--- src/rtl/stl_pkg.sv ---
package stl_pkg;

  localparam int ADDR_W = 8;
  localparam int DATA_W = 32;
  localparam int GAIN_W = 16;

  localparam logic [ADDR_W-1:0] OFS_REV    = 8'h00;
  localparam logic [ADDR_W-1:0] OFS_SYSCFG = 8'h10;
  localparam logic [ADDR_W-1:0] OFS_GAIN   = 8'h24;
  localparam logic [ADDR_W-1:0] OFS_COEF   = 8'h28;
  localparam logic [ADDR_W-1:0] OFS_CTRL   = 8'h2C;

  localparam int CTRL_EN_BIT   = 0;
  localparam int CTRL_WREN_BIT = 1;
  localparam int CTRL_DONE_BIT = 2;

  // A control write that raises the load enable starts a new load
  function automatic logic load_begins(logic ctrl_wr, logic new_wren, logic cur_wren);
    return ctrl_wr & new_wren & ~cur_wren;
  endfunction

  // Tap index after one accepted write
  function automatic int unsigned tap_next(int unsigned idx);
    return idx + 1;
  endfunction

  // Control register readback image
  function automatic logic [DATA_W-1:0] ctrl_image(logic en, logic wren, logic done);
    logic [DATA_W-1:0] v;
    v = '0;
    v[CTRL_EN_BIT]   = en;
    v[CTRL_WREN_BIT] = wren;
    v[CTRL_DONE_BIT] = done;
    return v;
  endfunction

endpackage

--- src/rtl/stl_regs.sv ---
module stl_regs
  import stl_pkg::*;
(
  input  logic              clk,
  input  logic              rst_n,
  input  logic              wr_en,
  input  logic [ADDR_W-1:0] addr,
  input  logic [DATA_W-1:0] wdata,
  output logic              ctrl_en,
  output logic              ctrl_wren,
  output logic              auto_idle,
  output logic [GAIN_W-1:0] gain0,
  output logic [GAIN_W-1:0] gain1,
  output logic              load_start
);

  logic wr_ctrl, wr_gain, wr_sys;

  assign wr_ctrl    = wr_en && (addr == OFS_CTRL);
  assign wr_gain    = wr_en && (addr == OFS_GAIN);
  assign wr_sys     = wr_en && (addr == OFS_SYSCFG);
  assign load_start = load_begins(wr_ctrl, wdata[CTRL_WREN_BIT], ctrl_wren);

  always_ff @(posedge clk) begin
    if (!rst_n) begin
      ctrl_en   <= 1'b0;
      ctrl_wren <= 1'b0;
      auto_idle <= 1'b1;
      gain0     <= '0;
      gain1     <= '0;
    end else begin
      if (wr_ctrl) begin
        ctrl_en   <= wdata[CTRL_EN_BIT];
        ctrl_wren <= wdata[CTRL_WREN_BIT];
      end
      if (wr_sys) auto_idle <= wdata[0];
      if (wr_gain) begin
        gain0 <= wdata[GAIN_W-1:0];
        gain1 <= wdata[2*GAIN_W-1:GAIN_W];
      end
    end
  end

  assert_gain_follow_R4: assert property (@(posedge clk) disable iff (!rst_n)
    wr_gain |=> (gain0 == $past(wdata[GAIN_W-1:0])) && (gain1 == $past(wdata[2*GAIN_W-1:GAIN_W])));

  assert_idle_follow_R3: assert property (@(posedge clk) disable iff (!rst_n)
    wr_sys |=> auto_idle == $past(wdata[0]));

  assert_enable_follow_R5: assert property (@(posedge clk) disable iff (!rst_n)
    wr_ctrl |=> ctrl_en == $past(wdata[CTRL_EN_BIT]));

endmodule

--- src/rtl/stl_coef_table.sv ---
module stl_coef_table #(
  parameter int NUM_TAPS = 128,
  parameter int COEF_W   = 16,
  localparam int IDX_W   = $clog2(NUM_TAPS)
) (
  input  logic              clk,
  input  logic              rst_n,
  input  logic              load_start,
  input  logic              wren,
  input  logic              data_wr,
  input  logic [COEF_W-1:0] data_in,
  input  logic [IDX_W-1:0]  rd_idx,
  output logic [COEF_W-1:0] rd_data,
  output logic              done
);

  localparam logic [IDX_W-1:0] LAST_IDX = IDX_W'(NUM_TAPS - 1);

  logic [COEF_W-1:0] taps [NUM_TAPS];
  logic [IDX_W-1:0]  idx;
  logic              take;
  logic              at_last;

  assign take    = data_wr && wren && !done;
  assign at_last = (idx == LAST_IDX);
  assign rd_data = taps[rd_idx];

  always_ff @(posedge clk) begin
    if (!rst_n) begin
      idx  <= '0;
      done <= 1'b0;
      for (int k = 0; k < NUM_TAPS; k++) taps[k] <= '0;
    end else if (load_start) begin
      idx  <= '0;
      done <= 1'b0;
    end else if (take) begin
      taps[idx] <= data_in;
      if (at_last) done <= 1'b1;
      else         idx  <= IDX_W'(stl_pkg::tap_next(int'(idx)));
    end
  end

  assert_index_step_R7: assert property (@(posedge clk) disable iff (!rst_n)
    (take && !at_last && !load_start) |=> idx == IDX_W'($past(idx) + 1'b1));

  assert_done_on_last_R8: assert property (@(posedge clk) disable iff (!rst_n)
    (take && at_last && !load_start) |=> done);

  assert_rewind_R6: assert property (@(posedge clk) disable iff (!rst_n)
    load_start |=> (idx == '0) && !done);

  assert_refused_write_R9: assert property (@(posedge clk) disable iff (!rst_n)
    (data_wr && !take && !load_start) |=> $stable(idx) && $stable(done));

  assert_done_holds_R8: assert property (@(posedge clk) disable iff (!rst_n)
    (done && !load_start) |=> done);

endmodule

--- src/rtl/sidetone_coef_loader.sv ---
module sidetone_coef_loader
  import stl_pkg::*;
#(
  parameter int            NUM_TAPS = 128,
  parameter int            COEF_W   = 16,
  parameter logic [31:0]   REV_ID   = 32'h5E71_0003,
  localparam int           IDX_W    = $clog2(NUM_TAPS)
) (
  input  logic              clk,
  input  logic              rst_n,
  input  logic              bus_wr,
  input  logic              bus_rd,
  input  logic [7:0]        bus_addr,
  input  logic [31:0]       bus_wdata,
  output logic [31:0]       bus_rdata,
  input  logic [IDX_W-1:0]  tap_rd_idx,
  output logic [COEF_W-1:0] tap_rd_data,
  output logic [15:0]       gain_ch0,
  output logic [15:0]       gain_ch1,
  output logic              tone_on,
  output logic              idle_allow
);

  logic ctrl_wren, load_start, coef_done, coef_wr;
  logic [DATA_W-1:0] rd_mux;

  assign coef_wr = bus_wr && (bus_addr == OFS_COEF);

  stl_regs u_regs (
    .clk        (clk),
    .rst_n      (rst_n),
    .wr_en      (bus_wr),
    .addr       (bus_addr),
    .wdata      (bus_wdata),
    .ctrl_en    (tone_on),
    .ctrl_wren  (ctrl_wren),
    .auto_idle  (idle_allow),
    .gain0      (gain_ch0),
    .gain1      (gain_ch1),
    .load_start (load_start)
  );

  stl_coef_table #(.NUM_TAPS(NUM_TAPS), .COEF_W(COEF_W)) u_table (
    .clk        (clk),
    .rst_n      (rst_n),
    .load_start (load_start),
    .wren       (ctrl_wren),
    .data_wr    (coef_wr),
    .data_in    (bus_wdata[COEF_W-1:0]),
    .rd_idx     (tap_rd_idx),
    .rd_data    (tap_rd_data),
    .done       (coef_done)
  );

  always_comb begin
    unique case (bus_addr)
      OFS_REV:    rd_mux = REV_ID;
      OFS_SYSCFG: rd_mux = {{(DATA_W-1){1'b0}}, idle_allow};
      OFS_GAIN:   rd_mux = {gain_ch1, gain_ch0};
      OFS_CTRL:   rd_mux = ctrl_image(tone_on, ctrl_wren, coef_done);
      default:    rd_mux = '0;
    endcase
  end

  always_ff @(posedge clk) begin
    if (!rst_n)      bus_rdata <= '0;
    else if (bus_rd) bus_rdata <= rd_mux;
  end

  assert_rev_read_R2: assert property (@(posedge clk) disable iff (!rst_n)
    (bus_rd && bus_addr == OFS_REV) |=> bus_rdata == REV_ID);

  assert_rdata_hold_R10: assert property (@(posedge clk) disable iff (!rst_n)
    (!bus_rd && !$past(!rst_n)) |=> $stable(bus_rdata));

endmodule

--- config.mk ---
export PLATFORM = sky130hd
export DESIGN_NAME = sidetone_coef_loader
export DESIGN_NICKNAME = d
export VERILOG_FILES = /design/src/rtl/stl_pkg.sv /design/src/rtl/stl_regs.sv /design/src/rtl/stl_coef_table.sv /design/src/rtl/sidetone_coef_loader.sv
export SDC_FILE = /design/constraint.sdc
export NUM_CORES = 2
export LEC_CHECK = 0
export BUFFER_PORTS_ARGS = -buffer_cell sky130_fd_sc_hd__buf_2
export CAP_MARGIN = 0
export CORE_ASPECT_RATIO = 1.5
export CORE_UTILIZATION = 41
export DETAILED_ROUTE_END_ITERATION = 10
export PLACE_DENSITY = 0.62
export SYNTH_ARGS = -nofsm -noshare
export SYNTH_HDL_FRONTEND = slang
export SYNTH_SLANG_ARGS = --single-unit
--- constraint.sdc ---
create_clock -name clk -period 3.6 [get_ports clk]
set_input_delay 0.18 -clock clk [delete_from_list [all_inputs] [get_ports clk]]
set_output_delay 0.18 -clock clk [all_outputs]
set_load 0.01 [all_outputs]
# Yosys cells after proc, flatten, opt, wreduce, memory -nomap -nowiden

Memory sizes are Yosys's and may differ from the RTL's.
Index checks and enable logic that the tools add are counted.

Reductions and logical operators: 12
Add/subtract/negate cells: 1
Muxes and demuxes: 9
Equal/unequal tests: 5
Bitwise operators: 5

Operators with widths:

| kind                  | number |
|---|---|
| $pmux W32 S4          | 1 |
| $eq A8 B6 Y1 const B  | 3 |
| $mux W16              | 1 |
| $reduce_or A16 Y1     | 1 |
| $eq A8 B5 Y1 const B  | 1 |
| $logic_not A8 Y1      | 1 |
| $add A7 B1 Y7 const B | 1 |
| $eq A7 B7 Y1 const B  | 1 |
| $mux W7               | 1 |
| $logic_and A1 B1 Y1   | 6 |
| $mux W1               | 6 |
| $reduce_and A2 Y1     | 2 |
| $not A1 Y1            | 3 |
| $and A1 B1 Y1         | 2 |
| $reduce_or A2 Y1      | 1 |
| $logic_not A1 Y1      | 1 |

Input bits: 51
Register bits: 75
Word-level logic and storage cells: 41
RAM bits: 2048
Output and inout port bits: 82
Memories kept: 1

Memories:

| memory       | depth | bits a word | read ports | clocked after Yosys merged registers in | write ports | line                 | text |
|---|---|---|---|---|---|---|---|
| u_table.taps | 128   | 16          | 1          | 0                                       | 128         | stl_coef_table.sv:19 | `logic [COEF_W-1:0] taps [NUM_TAPS];` |

# Logic depth before layout (Yosys ltp)

Word-level depth: 10
Gate-level depth with buffers: 8
Gate-level depth less buffers: 6

# Modules after synthesis

From an unflattened synthesis, not the netlist that was laid out.

Cell total of the unflattened synthesis: 5997
Area, all modules: 96322.4 sq um

Modules (own cells, without submodules):

| module               | area each (sq um) | sequential area each (sq um) | cells each | instances |
|---|---|---|---|---|
| stl_coef_table       | 93498.4           | 61659.1                      | 5680       | 1 |
| stl_regs             | 1460.2            | 700.7                        | 157        | 1 |
| sidetone_coef_loader | 1363.8            | 640.6                        | 160        | 1 |

# Least setup slack after synthesis

OpenSTA, ideal clock, no wires.

Kind: input -> register
Start point: input bus_addr[4]
End point: memory u_table.taps[14][0], enable pin
Slack: 0.302 ns
Path buffers: 2
Cell stages on the path: 6
Required time: 3.189 ns
Data arrival time: 2.887 ns
Library setup time: 0.411 ns
Path through: or4b_1 > nor4_2 > nand2_1 > clkbuf_1 > buf_1 > o21ai_0

RTL lines:

| item        | line                       | text |
|---|---|---|
| from (decl) | sidetone_coef_loader.sv:13 | `input logic [7:0] bus_addr,` |
| to (decl)   | stl_coef_table.sv:19       |  |

# Final worst setup path

Start point: memory u_table.taps[5][0]
End point: output tap_rd_data[0]

Cells in the longest elaborated chain, start to end: 1

Ends and longest elaborated chain:

| item             | line                       | text |
|---|---|---|
| $mem_v2 Z128 W16 | -                          |  |
| to (decl)        | sidetone_coef_loader.sv:17 | `output logic [COEF_W-1:0] tap_rd_data,` |

No other way between the ends.

==> reports/results.ini <==
[clock_tree]
clockRootBuffer=clkbuf_16
cts.sinks=2123
cts_buffers=209
post_cts_buffers=0
htreeDepth=4
path_clk_slew_ns=0.06
clock_path_buffers=4
cts_tree=built
worstSkewPairLatency_ns=0.90

[cells_and_area]
instances_no_fill=9507
areaGrowthSynthToFinish_pct=14.44
fin_area_um2=110100
nets=6324
drive_above_1_share=0.2463

[placement]
dp_hpwl_um=173500
port_buffers=132
placed_cell_area_um2=102900
placedCellCount=9082
place.gp.congestion=0.8534

[global_route]
grt_pass1_wl_um=390900
grt_pass1_vias=53940
grt_max_degree=101
antenna_found_initial=13
grt_use_total=0.2300
overflow=0

[detailed_routing]
drt-met1-wl_um=102800
wl_um=272900
vias=52730
top_layer=met4
drt_iter0_markers=5467
wl_met2_um=139500
via_per_inst=5.546
wl_met3_um=16540
drc=0
post_drt_wl_per_cell_um=28.71
ant_nets=0
first_pass_iters=5

[synthesis]
syn_area_um2=96210
synthFlopType=edfxtp_1
ys_seq_area_frac=0.6548
synthesis.nets=6051
synth_edf_count=2048
synth_top_area_share=0.6392
synth.most_common_cell=and2_1
ys.warnings.count=0
async_flop_share=0
syn_avg_cell_area_um2=16.04
ys_types=37
synth_area_leaders=edfxtp_1 64%, mux4_2 16%, and2_1 13%
synth_area_leader_cell=edfxtp_1
synth_common_cells=2050 x and2_1, 2048 x edfxtp_1, 672 x mux4_2, 498 x clkbuf_1, 145 x nor2_1
syn_inst=5999
synth-seq-cells=2123

[timing]
max_freq_ghz=0.2710
layout_setup_ws_ns=-0.09071
slew_headroom=0.2350
fin_crit_sh=1.025
setup_viol=16
fin_crit_ns=3.691
fin_skew_ns=0.05010
worstMarginPinSlew_ns=1.145
drv_slew=0
rsz0062_at_grt=yes
final_hold_viol_count=0

[power]
ir_drop_mv=0.4099
p_leak_uw=0.03797
power_density_nw_per_um2=497.8

[die]
fp.dieH_um=595.3
rows=217
core_area_um2=233200
start_util=0.4125
fp.dieArea_um2=236600
num_io_pins=133
die_w_um=397.5

[setup_path]
worstSetupPathType=reg -> out
critical_path_required_ns=3.42
worstPathMaxFanout=1
endpoint_kind=primary output
worstPathArrival_ns=3.51
critPathLaunchType=register

[outcome]
failed_checks=negative setup slack
status=finished, violations left

[job]
maxCapViolations=0

[min_path]
hold_path_class=in -> reg

==> layout make-up <==
cell class                 instances  area, µm²
fill                           19480     123100
sequential                      2123      63000
tap                             3066       3836
clock buffer                     249       5456
antenna                            5      12.51
timing repair buffer             646       5640
clock inverter                   126       1140
inverter                           1      3.754
multi-input combinational       3291      31010
==> cells by family after synthesis <==
kind of cell,Yosys count,share of synthesized area
mux,694,0.1598
flops,2123,0.6548
fa+ha+maj,1,0.0001300
buf+inv,585,0.02363
compound gates,210,0.01263
simple gates,2382,0.1486
xor+xnor,4,0.0003641
==> layout by cell type, fill, tap and decap left out, types with 62 or more instances in the layout <==
cell type  netlist  final
nand2_1         91     83
and2_1        2050   2050
o21ai_1          1    129
buf_4            4    418
edfxtp_1      2048   2048
dfxtp_1         75     75
clkbuf_16        0    212
mux4_2         672    672
a21boi_0        62     62
nor2_1         145    145
buf_2           50     97
buf_12           0     67
==> metrics by stage <==
stage	util	total power, µW	worst slack [ns]	setup TNS [ns]	hold WS, ns
after floorplan	-	31300	0.3015	0	0.3249
after global placement	0.4412	33390	0.1726	0	0.4401
after detailed placement	0.4412	33480	0.1668	0	0.4425
after CTS	0.4720	55170	-0.1350	-1.524	0.006170
after global routing	0.4720	56150	-0.1200	-1.098	0.04468
final	0.4721	54800	-0.09071	-0.7642	0.01538
==> flip-flops by register name (all words and copies together), names as in the netlist <==
name,count
u_regs.auto_idle,1
u_table.done,1
u_regs.ctrl_en,1
bus_rdata,32
u_regs.gain1,16
u_regs.gain0,16
u_table.idx,7
u_regs.ctrl_wren,1
u_table.taps,2048
==> layer usage <==
metal | track usage | vias to the layer above
li1 | - | 22660
met5 | 0 | -
met3 | 0.02726 | 479
met4 | 0.1056 | 0
met2 | 0.3960 | 1936
met1 | 0.2892 | 27650
==> power breakdown <==
group / total [µW] / switching (µW) / internal, µW
clock: 21800 / 9570 / 12200
combinational: 4520 / 2640 / 1870
sequential: 28500 / 353 / 28100
==> what timing repair did <==
item | 4_1_cts | 5_1_grt
hold endpoints to repair | 96 | 0
setup endpoints to repair | 16 | 16
hold buffers | 45 | 0
resized for setup | 32 | 0
==> worst paths after layout <==
check,startpoint,end,slack [ns],cells past startpoint
min reg2reg,bus_rdata[6],bus_rdata[6],0.48,2
min,bus_wdata[3],u_table.taps[0][3],0.02,2
max,u_table.taps[5][0],tap_rd_data[0],-0.09,5
max reg2reg,u_table.done,u_table.taps[86][12],0.86,7
==> worst max-delay path, cell delays in order, from the launching register on <==
cell,delay [ns]
edfxtp_1,0.36
mux4_2,0.55
mux4_2,0.60
mux4_2,0.60
mux2_4,0.37
buf_6,0.14
Power figures use the tool's default switching activity.
